===== src/rtl/bb_pkg.sv =====
package bb_pkg;

    typedef enum logic [2:0] {
        ST_IDLE,
        ST_FWD_REQ,
        ST_FWD_WAIT,
        ST_RD_REQ,
        ST_RD_WAIT,
        ST_WR_REQ,
        ST_WR_WAIT,
        ST_REPLY
    } bb_state_e;

    typedef enum logic [1:0] {
        K_PASS,
        K_BIT_RD,
        K_BIT_WR,
        K_DENY
    } bb_kind_e;

endpackage


===== src/rtl/bb_decode.sv =====
module bb_decode
    import bb_pkg::*;
#(
    parameter logic [31:0] SRAM_BASE   = 32'h2000_0000,
    parameter logic [31:0] SRAM_ALIAS  = 32'h2200_0000,
    parameter logic [31:0] PERI_BASE   = 32'h4000_0000,
    parameter logic [31:0] PERI_ALIAS  = 32'h4200_0000,
    parameter int unsigned REGION_LOG2 = 20
) (
    input  logic [31:0] addr,
    input  logic [1:0]  size,
    input  logic [3:0]  strb,
    input  logic        write,
    input  logic        fetch,
    output bb_kind_e    kind,
    output logic [31:0] out_addr,
    output logic [3:0]  out_strb,
    output logic [4:0]  bitpos
);
    localparam int unsigned ALIAS_LOG2 = REGION_LOG2 + 5;
    localparam int unsigned NWIN       = 2;

    logic [NWIN-1:0] hit;
    logic [31:0]     tgt [NWIN];

    for (genvar g = 0; g < NWIN; g++) begin : g_win
        localparam logic [31:0] AB = (g == 0) ? SRAM_ALIAS : PERI_ALIAS;
        localparam logic [31:0] RB = (g == 0) ? SRAM_BASE  : PERI_BASE;
        assign hit[g] = (addr[31:ALIAS_LOG2] == AB[31:ALIAS_LOG2]);
        assign tgt[g] = RB + 32'(addr[ALIAS_LOG2-1:5]);
    end

    logic [31:0] sel;
    logic [31:0] aligned;
    logic [3:0]  lane_strb;

    always_comb begin
        sel = hit[1] ? tgt[1] : tgt[0];
        unique case (size)
            2'd0: begin
                aligned   = sel;
                lane_strb = 4'b0001 << sel[1:0];
            end
            2'd1: begin
                aligned   = {sel[31:1], 1'b0};
                lane_strb = sel[1] ? 4'b1100 : 4'b0011;
            end
            default: begin
                aligned   = {sel[31:2], 2'b00};
                lane_strb = 4'b1111;
            end
        endcase

        if (hit[1] && fetch)       kind = K_DENY;
        else if (hit[1])           kind = write ? K_BIT_WR : K_BIT_RD;
        else if (hit[0] && !fetch) kind = write ? K_BIT_WR : K_BIT_RD;
        else                       kind = K_PASS;

        out_addr = (kind == K_PASS) ? addr : aligned;
        out_strb = (kind == K_PASS) ? strb : lane_strb;
        bitpos   = {sel[1:0], addr[4:2]};
    end
endmodule


===== src/rtl/bb_lane.sv =====
module bb_lane #(
    parameter int unsigned DW = 32,
    localparam int unsigned PW = $clog2(DW)
) (
    input  logic [DW-1:0] rd_data,
    input  logic [PW-1:0] bitpos,
    input  logic          new_bit,
    output logic          bit_out,
    output logic [DW-1:0] merged
);
    logic [DW-1:0] mask;

    always_comb begin
        mask    = {{(DW-1){1'b0}}, 1'b1} << bitpos;
        bit_out = |(rd_data & mask);
        merged  = (rd_data & ~mask) | (new_bit ? mask : '0);
    end
endmodule


===== src/rtl/bb_remap.sv =====
module bb_remap
    import bb_pkg::*;
#(
    parameter logic [31:0] SRAM_BASE   = 32'h2000_0000,
    parameter logic [31:0] SRAM_ALIAS  = 32'h2200_0000,
    parameter logic [31:0] PERI_BASE   = 32'h4000_0000,
    parameter logic [31:0] PERI_ALIAS  = 32'h4200_0000,
    parameter int unsigned REGION_LOG2 = 20
) (
    input  logic        clk,
    input  logic        rst_n,
    input  logic        up_valid,
    output logic        up_ready,
    input  logic [31:0] up_addr,
    input  logic [31:0] up_wdata,
    input  logic [1:0]  up_size,
    input  logic [3:0]  up_strb,
    input  logic        up_write,
    input  logic        up_fetch,
    output logic        up_rsp_valid,
    output logic [31:0] up_rdata,
    output logic        up_rsp_err,
    output logic        dn_valid,
    input  logic        dn_ready,
    output logic [31:0] dn_addr,
    output logic [31:0] dn_wdata,
    output logic [1:0]  dn_size,
    output logic [3:0]  dn_strb,
    output logic        dn_write,
    output logic        dn_fetch,
    output logic        dn_lock,
    input  logic        dn_rsp_valid,
    input  logic [31:0] dn_rdata,
    input  logic        dn_rsp_err
);
    bb_state_e   st, st_nx;
    bb_kind_e    kind_q, dec_kind;
    logic [31:0] dec_addr;
    logic [3:0]  dec_strb;
    logic [4:0]  dec_bitpos;

    logic [31:0] addr_q, wdata_q, rsp_data_q;
    logic [1:0]  size_q;
    logic [3:0]  strb_q;
    logic        write_q, fetch_q, newbit_q, rsp_err_q;
    logic [4:0]  bitpos_q;
    logic        lane_bit;
    logic [31:0] lane_merged;
    logic        accept;

    bb_decode #(
        .SRAM_BASE(SRAM_BASE), .SRAM_ALIAS(SRAM_ALIAS),
        .PERI_BASE(PERI_BASE), .PERI_ALIAS(PERI_ALIAS),
        .REGION_LOG2(REGION_LOG2)
    ) u_dec (
        .addr(up_addr), .size(up_size), .strb(up_strb),
        .write(up_write), .fetch(up_fetch),
        .kind(dec_kind), .out_addr(dec_addr), .out_strb(dec_strb),
        .bitpos(dec_bitpos)
    );

    bb_lane #(.DW(32)) u_lane (
        .rd_data(dn_rdata), .bitpos(bitpos_q), .new_bit(newbit_q),
        .bit_out(lane_bit), .merged(lane_merged)
    );

    assign accept = up_valid && (st == ST_IDLE);

    // next-state logic
    always_comb begin
        st_nx = st;
        unique case (st)
            ST_IDLE: if (up_valid) begin
                unique case (dec_kind)
                    K_DENY:  st_nx = ST_REPLY;
                    K_PASS:  st_nx = ST_FWD_REQ;
                    default: st_nx = ST_RD_REQ;
                endcase
            end
            ST_FWD_REQ:  if (dn_ready) st_nx = ST_FWD_WAIT;
            ST_FWD_WAIT: if (dn_rsp_valid) st_nx = ST_REPLY;
            ST_RD_REQ:   if (dn_ready) st_nx = ST_RD_WAIT;
            ST_RD_WAIT:  if (dn_rsp_valid)
                             st_nx = (!dn_rsp_err && kind_q == K_BIT_WR) ? ST_WR_REQ : ST_REPLY;
            ST_WR_REQ:   if (dn_ready) st_nx = ST_WR_WAIT;
            ST_WR_WAIT:  if (dn_rsp_valid) st_nx = ST_REPLY;
            ST_REPLY:    st_nx = ST_IDLE;
            default:     st_nx = ST_IDLE;
        endcase
    end

    // state register
    always_ff @(posedge clk or negedge rst_n) begin
        if (!rst_n) st <= ST_IDLE;
        else        st <= st_nx;
    end

    // request capture and response data
    always_ff @(posedge clk or negedge rst_n) begin
        if (!rst_n) begin
            kind_q     <= K_PASS;
            addr_q     <= '0;
            wdata_q    <= '0;
            size_q     <= '0;
            strb_q     <= '0;
            write_q    <= 1'b0;
            fetch_q    <= 1'b0;
            newbit_q   <= 1'b0;
            bitpos_q   <= '0;
            rsp_data_q <= '0;
            rsp_err_q  <= 1'b0;
        end else begin
            if (accept) begin
                kind_q     <= dec_kind;
                addr_q     <= dec_addr;
                wdata_q    <= up_wdata;
                size_q     <= up_size;
                strb_q     <= dec_strb;
                write_q    <= up_write;
                fetch_q    <= up_fetch;
                newbit_q   <= up_wdata[0];
                bitpos_q   <= dec_bitpos;
                rsp_data_q <= '0;
                rsp_err_q  <= (dec_kind == K_DENY);
            end
            if (dn_rsp_valid) begin
                unique case (st)
                    ST_FWD_WAIT: begin
                        rsp_data_q <= dn_rdata;
                        rsp_err_q  <= dn_rsp_err;
                    end
                    ST_RD_WAIT: begin
                        rsp_err_q  <= dn_rsp_err;
                        rsp_data_q <= (kind_q == K_BIT_RD && !dn_rsp_err) ? {31'd0, lane_bit} : '0;
                        wdata_q    <= lane_merged;
                    end
                    ST_WR_WAIT: begin
                        rsp_err_q  <= dn_rsp_err;
                        rsp_data_q <= '0;
                    end
                    default: ;
                endcase
            end
        end
    end

    // outputs
    always_comb begin
        up_ready     = (st == ST_IDLE);
        up_rsp_valid = (st == ST_REPLY);
        up_rdata     = rsp_data_q;
        up_rsp_err   = rsp_err_q;
        dn_valid     = (st == ST_FWD_REQ) || (st == ST_RD_REQ) || (st == ST_WR_REQ);
        dn_addr      = addr_q;
        dn_wdata     = wdata_q;
        dn_size      = size_q;
        dn_strb      = strb_q;
        dn_write     = (st == ST_FWD_REQ) ? write_q : (st == ST_WR_REQ);
        dn_fetch     = (st == ST_FWD_REQ) && fetch_q;
        dn_lock      = (kind_q == K_BIT_WR) &&
                       ((st == ST_RD_REQ) || (st == ST_RD_WAIT) || (st == ST_WR_REQ));
    end
endmodule


===== config.mk =====
export PLATFORM = sky130hd
export DESIGN_NAME = bb_remap
export DESIGN_NICKNAME = d
export VERILOG_FILES = /design/src/rtl/bb_pkg.sv /design/src/rtl/bb_decode.sv /design/src/rtl/bb_lane.sv /design/src/rtl/bb_remap.sv
export SDC_FILE = /design/constraint.sdc
export NUM_CORES = 1
export LEC_CHECK = 0
export ABC_CLOCK_PERIOD_IN_PS = 3000
export BUFFER_PORTS_ARGS = -buffer_cell sky130_fd_sc_hd__buf_4
export CAP_MARGIN = 20
export CORE_ASPECT_RATIO = 0.5
export CORE_MARGIN = 5
export CORE_UTILIZATION = 46
export DETAILED_ROUTE_END_ITERATION = 6
export PLACE_DENSITY_LB_ADDON = 0.3
export SKIP_LAST_GASP = 1
export SLEW_MARGIN = 15
export SYNTH_ARGS = -nofsm -noshare
export SYNTH_HDL_FRONTEND = slang
export SYNTH_SLANG_ARGS = --single-unit

===== constraint.sdc =====
create_clock -name clk -period 3 [get_ports clk]
set_clock_uncertainty 0.15 [all_clocks]
set_input_delay 0.75 -clock clk [delete_from_list [all_inputs] [get_ports clk]]
set_output_delay 0.75 -clock clk [all_outputs]
set_load 0.01 [all_outputs]

==> summary.txt, run 1 <==
Run status
  – Status: finished, final reports clean

Pwr
  – Seq pwr share: 34.0%
  – Pint: 5480 uW
  – Switch Pwr: 3210 uW
  – P_leak: 0.00396 uW
  – Comb power frac: 40.2%
  – VDD IR max: 0.529 mV
  – Clock share of power: 25.7%
  – Power Dens Cells: 1030 mW/mm2
  – Power Total: 8690 uW
  – Sw Share: 36.9%

Layout
  – Diodes inserted: 0
  – Multi-input logic area: 0.00285 mm2
  – Share of cells above drive strength 1: 33.2%
  – Sequential cell area: 0.00290 mm2
  – Fill cells: 1089
  – Fin cells: 1010
  – Fin area: 0.00841 mm2
  – Net count, final: 937
  – Synth-to-layout area growth: 39.0%

Detailed routing
  – Via density: 5.63
  – Detailed-route via count: 5691
  – Post-DRT Antenna Nets: 0
  – Routed wl met2: 8870 um
  – Routed wire length: 19100 um
  – Drt pass-1 iters: 5
  – WL met3: 1610 um
  – DRC errors left: 0
  – Iter 0 DRT Violations: 511
  – Top layer in use: met4
  – WL per Instance: 18.9 um
  – WL met1: 8350 um

Worst setup path
  – Nature of the critical path endpoint: output port
  – Kind of critical path: flop to output port
  – Reg2reg path depth: 6
  – Critical path arrival: 1830 ps
  – CP max stage cell: dfrtp_1
  – Crit-path max FO: 16
  – Required @ worst endpoint: 2100 ps
  – Worst setup SP type: flop
  – Worst-path cell chain: nand2b_1 > or2_2 > a21oi_1 > buf_4
  – Worst path max stage delay: 530 ps

Yosys
  – Ys Warns: 0
  – Post-synthesis instance area: 0.00605 mm2
  – Top post-synthesis cells by count: dfrtp_1 (116), nand2_1 (104), mux2i_1 (50), o21ai_0 (44), a21oi_1 (42)
  – Top post-synthesis cells by area: dfrtp_1 (48%), mux2i_1 (8.3%), nand2_1 (6.5%)
  – Largest area contributor in the synthesized netlist: dfrtp_1
  – Count leader, synth: dfrtp_1
  – Register bit total from synthesis: 116
  – Synth Area per Inst: 9.61 um2
  – Async set-reset flop share out of synthesis: 100%
  – Synth Net Count: 740
  – Most common flop cell mapped by yosys: dfrtp_1
  – Number of synthesized flops with an enable pin: 0
  – Synth top area share: 48.0%
  – Mapped Cells: 630
  – Sequential area share after synthesis: 48.0%
  – Distinct cell type count after synthesis: 56

Clock tree
  – Clock root cell: clkbuf_16
  – Total CTS buffers: 17
  – Clock slew at reported path FFs: 60 ps
  – Post-CTS setup repair buffer count: 0
  – Clock Path Buffers: 2
  – CTS tree: built
  – Post-cts gate resize count: 0
  – CTS sink count: 116
  – H-tree depth: 4
  – CTS Hold Bufs: 0
  – Skew-Pair Late Insertion Delay: 410 ps

Placement
  – IO buf count: 218
  – Gpl congestion: 0.934
  – Post-DP Area: 0.00776 mm2
  – DP HPWL: 13500 um
  – Post-Place Cells: 978

Floorplanning
  – Ports: 219
  – Core area: 0.0128 mm2
  – Initial Util: 47.4%
  – Rows: 29
  – Chip Width: 172 um
  – Die area: 0.0157 mm2
  – Die Ht: 91.1 um

Timing
  – # setup viols final: 0
  – Fin crit period: 2730 ps
  – Setup tns final: 0 ps
  – Least-Margin Pin Slew: 1010 ps
  – Final hold violations: 0
  – Fmax: 366 MHz
  – Unrepaired setup endpoints after global routing: false
  – Max_slew headroom: 32.8%
  – Final period util: 91.0%
  – Hold Slack: 94.5 ps
  – Slew Viols, Final: 0

GRT
  – Initial antenna violation count: 0
  – First-pass GRT wire length: 30300 um
  – GRT Total Usage: 24.1%
  – Largest net degree at the start of global routing: 65
  – Vias in the first global route: 5703
  – Total grt overflow: 0

Run
  – # Max-Cap Violations: 0

Min path
  – Worst Hold Class: input pin to async pin
## cell type report
cell class | count | area share (%)
Sequential cell | 116 | 34.5
Multi-Input combinational cell | 454 | 33.8
Timing Repair Buffer | 232 | 21.2
Clock buffer | 19 | 5.39
Tap cell | 170 | 2.53
Clock inverter | 13 | 2.32
Inverter | 6 | 0.268
## per-stage QoR
stage	setup WS, ps	util [%]
after floorplan	827	-
after global placement	544	60.8
after detailed placement	514	60.8
after CTS	252	65.9
after global routing	146	65.9
final	270	65.9
## sequential cells by signal, summed over array words and instances, names as in the netlist
signal and cells:
bitpos_q 5, dn_addr 32, dn_size 2, dn_strb 4, dn_wdata 32, fetch_q 1, kind_q 2, newbit_q 1
st 3, up_rdata 32, up_rsp_err 1, write_q 1
## layout by cell type, fill, tap and decap left out, drive strengths merged, types with 3 or more instances in the layout
cell type	instances
buf	232
dfrtp	116
nand2	104
mux2i	50
o21ai	45
a21oi	42
a211oi	34
and2	32
a22o	31
nor2	24
clkbuf	19
nand2b	10
nand3	10
inv	10
nor3	9
nand3b	7
a31oi	7
nor2b	4
nand4	4
bufinv	4
nor3b	3
nand4b	3
clkinvlp	3
## kinds of logic (layout without fill, tap and decap cells)
group | after synthesis | count (layout) | share of synthesized area [%]
simple gates | 225 | 225 | 18.7
compound gates | 176 | 176 | 19.1
flops | 116 | 116 | 48.0
buf+inv | 60 | 270 | 5.27
mux | 53 | 53 | 9.01
## power groups by stage
| stage | combinational [uW] | clock (uW) | sequential [uW] |
|---|---|---|---|
| floorplan | 1820 | 0 | 2960 |
| global placement | 3400 | 0 | 2940 |
| detailed placement | 3500 | 0 | 2940 |
| CTS | 3520 | 2260 | 2940 |
| global route | 3820 | 2340 | 3070 |
| finish | 3500 | 2240 | 2960 |
## final timing paths
path / end / startpoint / slack (ps)
setup / recovery: dn_lock / st[2] / 270
hold / removal: dn_addr[27] / rst_n / 90
setup reg to reg: up_rdata[0] / bitpos_q[0] / 560
hold reg to reg: fetch_q / fetch_q / 330
max in group asynchronous: st[2] / rst_n / 1920
min in group clk: fetch_q / fetch_q / 330
## critical path, delay by kind of cell (launching register included)
kind                   cells  cell delay, ps
buffers and inverters      1             150
AOI/OAI and AO/OA          1             170
DFF                        1             530
and+or+nand+nor            2             570
## metal layers
layer | vias up | GRT usage [%]
met3 | 27 | 5.68
li1 | 2641 | -
met1 | 2789 | 33.4
met5 | - | 0
met4 | 0 | 6.28
met2 | 234 | 38.4
Note: power is estimated with default switching activity, not from simulation.
==> inputs of run 2 (changes only) <==
ABC_AREA = 1   (was default)
==> run 2 against run 1 <==
  * Die area fell by 2.2%
  * Sequential cell count did not move
  * Non-clock buffer count fell by 4
  * Area after synthesis fell by 2.4%
  * Power fell by 0.55%
  * Worst hold slack improved by 69 ps
  * Setup slack improved by 370 ps
  * Sequential power fell by 4%
  * Final area fell by 2.3%
  * Combinational power rose by 4%
  * Wire length fell by 0.52%
  * Sequential share of layout area rose by 0.80 points
  * Highest routed layer unchanged
==> summary.txt, run 2 <==
Run status
  – Status: finished, final reports clean

Pwr
  – Power Dens Cells: 1050 mW/mm2 (+1.7%)
  – P_leak: 0.00394 uW (-0.27%)
  – VDD IR max: 0.483 mV (-8.7%)

Floorplanning
  – Ports: 219 (unchanged)
  – Chip Width: 170 um (-1.1%)
  – Rows: 29 (unchanged)
  – Core area: 0.0126 mm2 (-1.1%)
  – Die area: 0.0153 mm2 (-2.2%)
  – Initial Util: 46.8% (-0.60 points)
  – Die Ht: 90.1 um (-1.1%)

Placement
  – IO buf count: 218 (unchanged)
  – DP HPWL: 13600 um (+0.92%)
  – Gpl congestion: 0.896 (-4.1%)

Worst setup path
  – Worst path top cell family by delay: flip-flops
  – Setup slack, reg-to-reg: 850 ps (+290 ps)
  – Worst-path cell chain: nand2_1 > a211oi_1 > buf_4
  – Reg2reg path depth: 8 (+2)
  – CP max stage cell: dfrtp_1
  – Reg-to-reg endpoint: dn_wdata[7]
  – Worst setup SP type: flop
  – Crit-path max FO: 6 (-10)
  – Buf/Inv on CP: 1 (unchanged)
  – Worst path max stage delay: 520 ps (about the same)
  – Reg2reg start: st[2]
  – Required @ worst endpoint: 2100 ps (about the same)
  – Nature of the critical path endpoint: output port
  – Critical path arrival: 1460 ps (-370 ps)
  – Kind of critical path: flop to output port

Detailed routing
  – Detailed-route via count: 6059 (+6.5%)
  – Iter 0 DRT Violations: 550 (+7.6%)
  – Drt pass-1 iters: 5 (unchanged)
  – DRC errors left: 0 (unchanged)
  – Post-DRT Antenna Nets: 0 (unchanged)
  – Via density: 5.49 (-2.6%)
  – Routed wire length: 19000 um (-0.52%)
  – WL per Instance: 17.2 um (-9.0%)

Layout
  – Synth-to-layout area growth: 39.2%
  – Commonest non-fill, non-tap cell in the layout: buf_4
  – Diodes inserted: 0 (unchanged)
  – Commonest non-fill, non-tap cells in the layout: buf_4 (226), nand2_1 (170), dfrtp_1 (116)
  – Net count, final: 1031 (+10%)
  – Share of cells above drive strength 1: 30.3% (-2.9 points)

GRT
  – GRT Total Usage: 24.6% (+0.49 points)
  – Total grt overflow: 0 (unchanged)
  – First-pass GRT wire length: 31100 um (+2.5%)
  – Largest net degree at the start of global routing: 84 (+29%)
  – Initial antenna violation count: 0 (unchanged)
  – Vias in the first global route: 5987 (+5.0%)

Timing
  – # setup viols final: 0 (unchanged)
  – Least-Margin Pin Slew: 885 ps (-123 ps)
  – Fmax: 424 MHz (+16%)
  – Setup tns final: 0 ps (unchanged)
  – Max_slew headroom: 41.0% (+8.2 points)
  – Unrepaired setup endpoints after global routing: false
  – Fin crit period: 2360 ps (-370 ps)
  – Final period util: 78.7% (-12 points)
  – Slew Viols, Final: 0 (unchanged)
  – Final hold violations: 0 (unchanged)
  – Hold Slack: 164 ps (+69.4 ps)

Yosys
  – Distinct cell type count after synthesis: 30 (-46%)
  – Async set-reset flop share out of synthesis: 100% (unchanged)
  – Synth Area per Inst: 8.16 um2 (-15%)
  – Top post-synthesis cells by count: nand2_1 (170), dfrtp_1 (116), nor2_1 (97), o21ai_0 (80), o21ai_1 (44)
  – Number of synthesized flops with an enable pin: 0 (unchanged)
  – Post-synthesis instance area: 0.00591 mm2 (-2.4%)
  – Top post-synthesis cells by area: dfrtp_1 (49%), nand2_1 (11%), o21ai_0 (6.8%)
  – Register bit total from synthesis: 116 (unchanged)
  – Most common flop cell mapped by yosys: dfrtp_1
  – Synth Net Count: 834 (+13%)
  – Mapped Cells: 724 (+15%)
  – Ys Warns: 0 (unchanged)
  – Count leader, synth: nand2_1
  – Synth top area share: 49.1% (+1.2 points)
  – Sequential area share after synthesis: 49.1% (+1.2 points)
  – Largest area contributor in the synthesized netlist: dfrtp_1

Clock tree
  – Post-cts gate resize count: 0 (unchanged)
  – Post-CTS setup repair buffer count: 0 (unchanged)
  – CTS Hold Bufs: 0 (unchanged)
  – CTS tree: built
  – Clock slew at reported path FFs: 60 ps (about the same)
  – Clock Path Buffers: 2 (unchanged)
  – H-tree depth: 4 (unchanged)
  – CTS sink count: 116 (unchanged)
  – Clock root cell: clkbuf_16
  – Skew-Pair Late Insertion Delay: 400 ps (about the same)
  – Total CTS buffers: 17 (unchanged)

Run
  – # Max-Cap Violations: 0 (unchanged)

Min path
  – Worst Hold Class: input pin to async pin
==> run 2: cell count changes after synthesis, moves of 33 or more <==
cell / change
a211oi_1: -33
o21ai_1: +43
a21oi_1: -33
nor2_1: +74
nand2_1: +66
o21ai_0: +36
mux2i_1: -50
==> run 2: power breakdown <==
| group | internal, uW | leakage (uW) | switching, uW |
|---|---|---|---|
| logic | 1610 | 0.00218 | 2020 |
| clock network | 1430 | 0.000302 | 748 |
| registers | 2320 | 0.00146 | 510 |
| total | 5360 | 0.00394 | 3280 |
==> run 2: worst max path at each step <==
stage                     start     endpoint  slack, ps  cells after the start
CTS                       st[0]      dn_lock        600                      3
finish                    st[0]      dn_lock        640                      3
floorplan           up_addr[26]  dn_addr[16]       1080                      9
global route              st[0]      dn_lock        510                      3
global placement       up_valid  up_rdata[0]        800                      7
detailed placement  up_addr[26]   dn_strb[2]        710                     11
==> run 2: worst register-to-register path, delay by kind of cell, from the launching register on <==
family,cells,cell delay (ps)
buf+inv,3,830
flops,1,440
compound gates,2,330
simple gates,3,290
==> run 2: final cells by class <==
class | count | area (um2)
clock buffer | 20 | 457
clock inverter | 12 | 179
fill | 1110 | 4410
inverter | 34 | 128
multi-input combinational | 524 | 2610
sequential | 116 | 2900
tap | 170 | 213
timing repair buffer | 228 | 1740
==> run 2: kinds of logic after synthesis <==
kind of cell	Yosys count	share of synthesized area [%]
buf+inv	84	6.86
simple gates	321	22.5
compound gates	203	21.5
flops	116	49.1
==> run 2: per-stage QoR <==
step | utilization (%) | power [uW] | instance area (um2) | worst slack (ps) | cells
floorplan | - | 4770 | 5910 | 1080 | 724
global placement | 60.1 | 6380 | 7580 | 799 | 1072
detailed placement | 60.1 | 6490 | 7580 | 708 | 1072
CTS | 65.1 | 8690 | 8220 | 600 | 1104
global route | 65.1 | 9210 | 8220 | 507 | 1104
finish | 65.1 | 8640 | 8220 | 640 | 1104
==> run 2: metal layers <==
metal	share of wire [%]	wire [um]	GRT usage, %
met2	47	8970	38.5
met3	7.3	1380	5.00
met4	1.6	299	7.18
met1	44	8290	34.7
met5	0	0	0
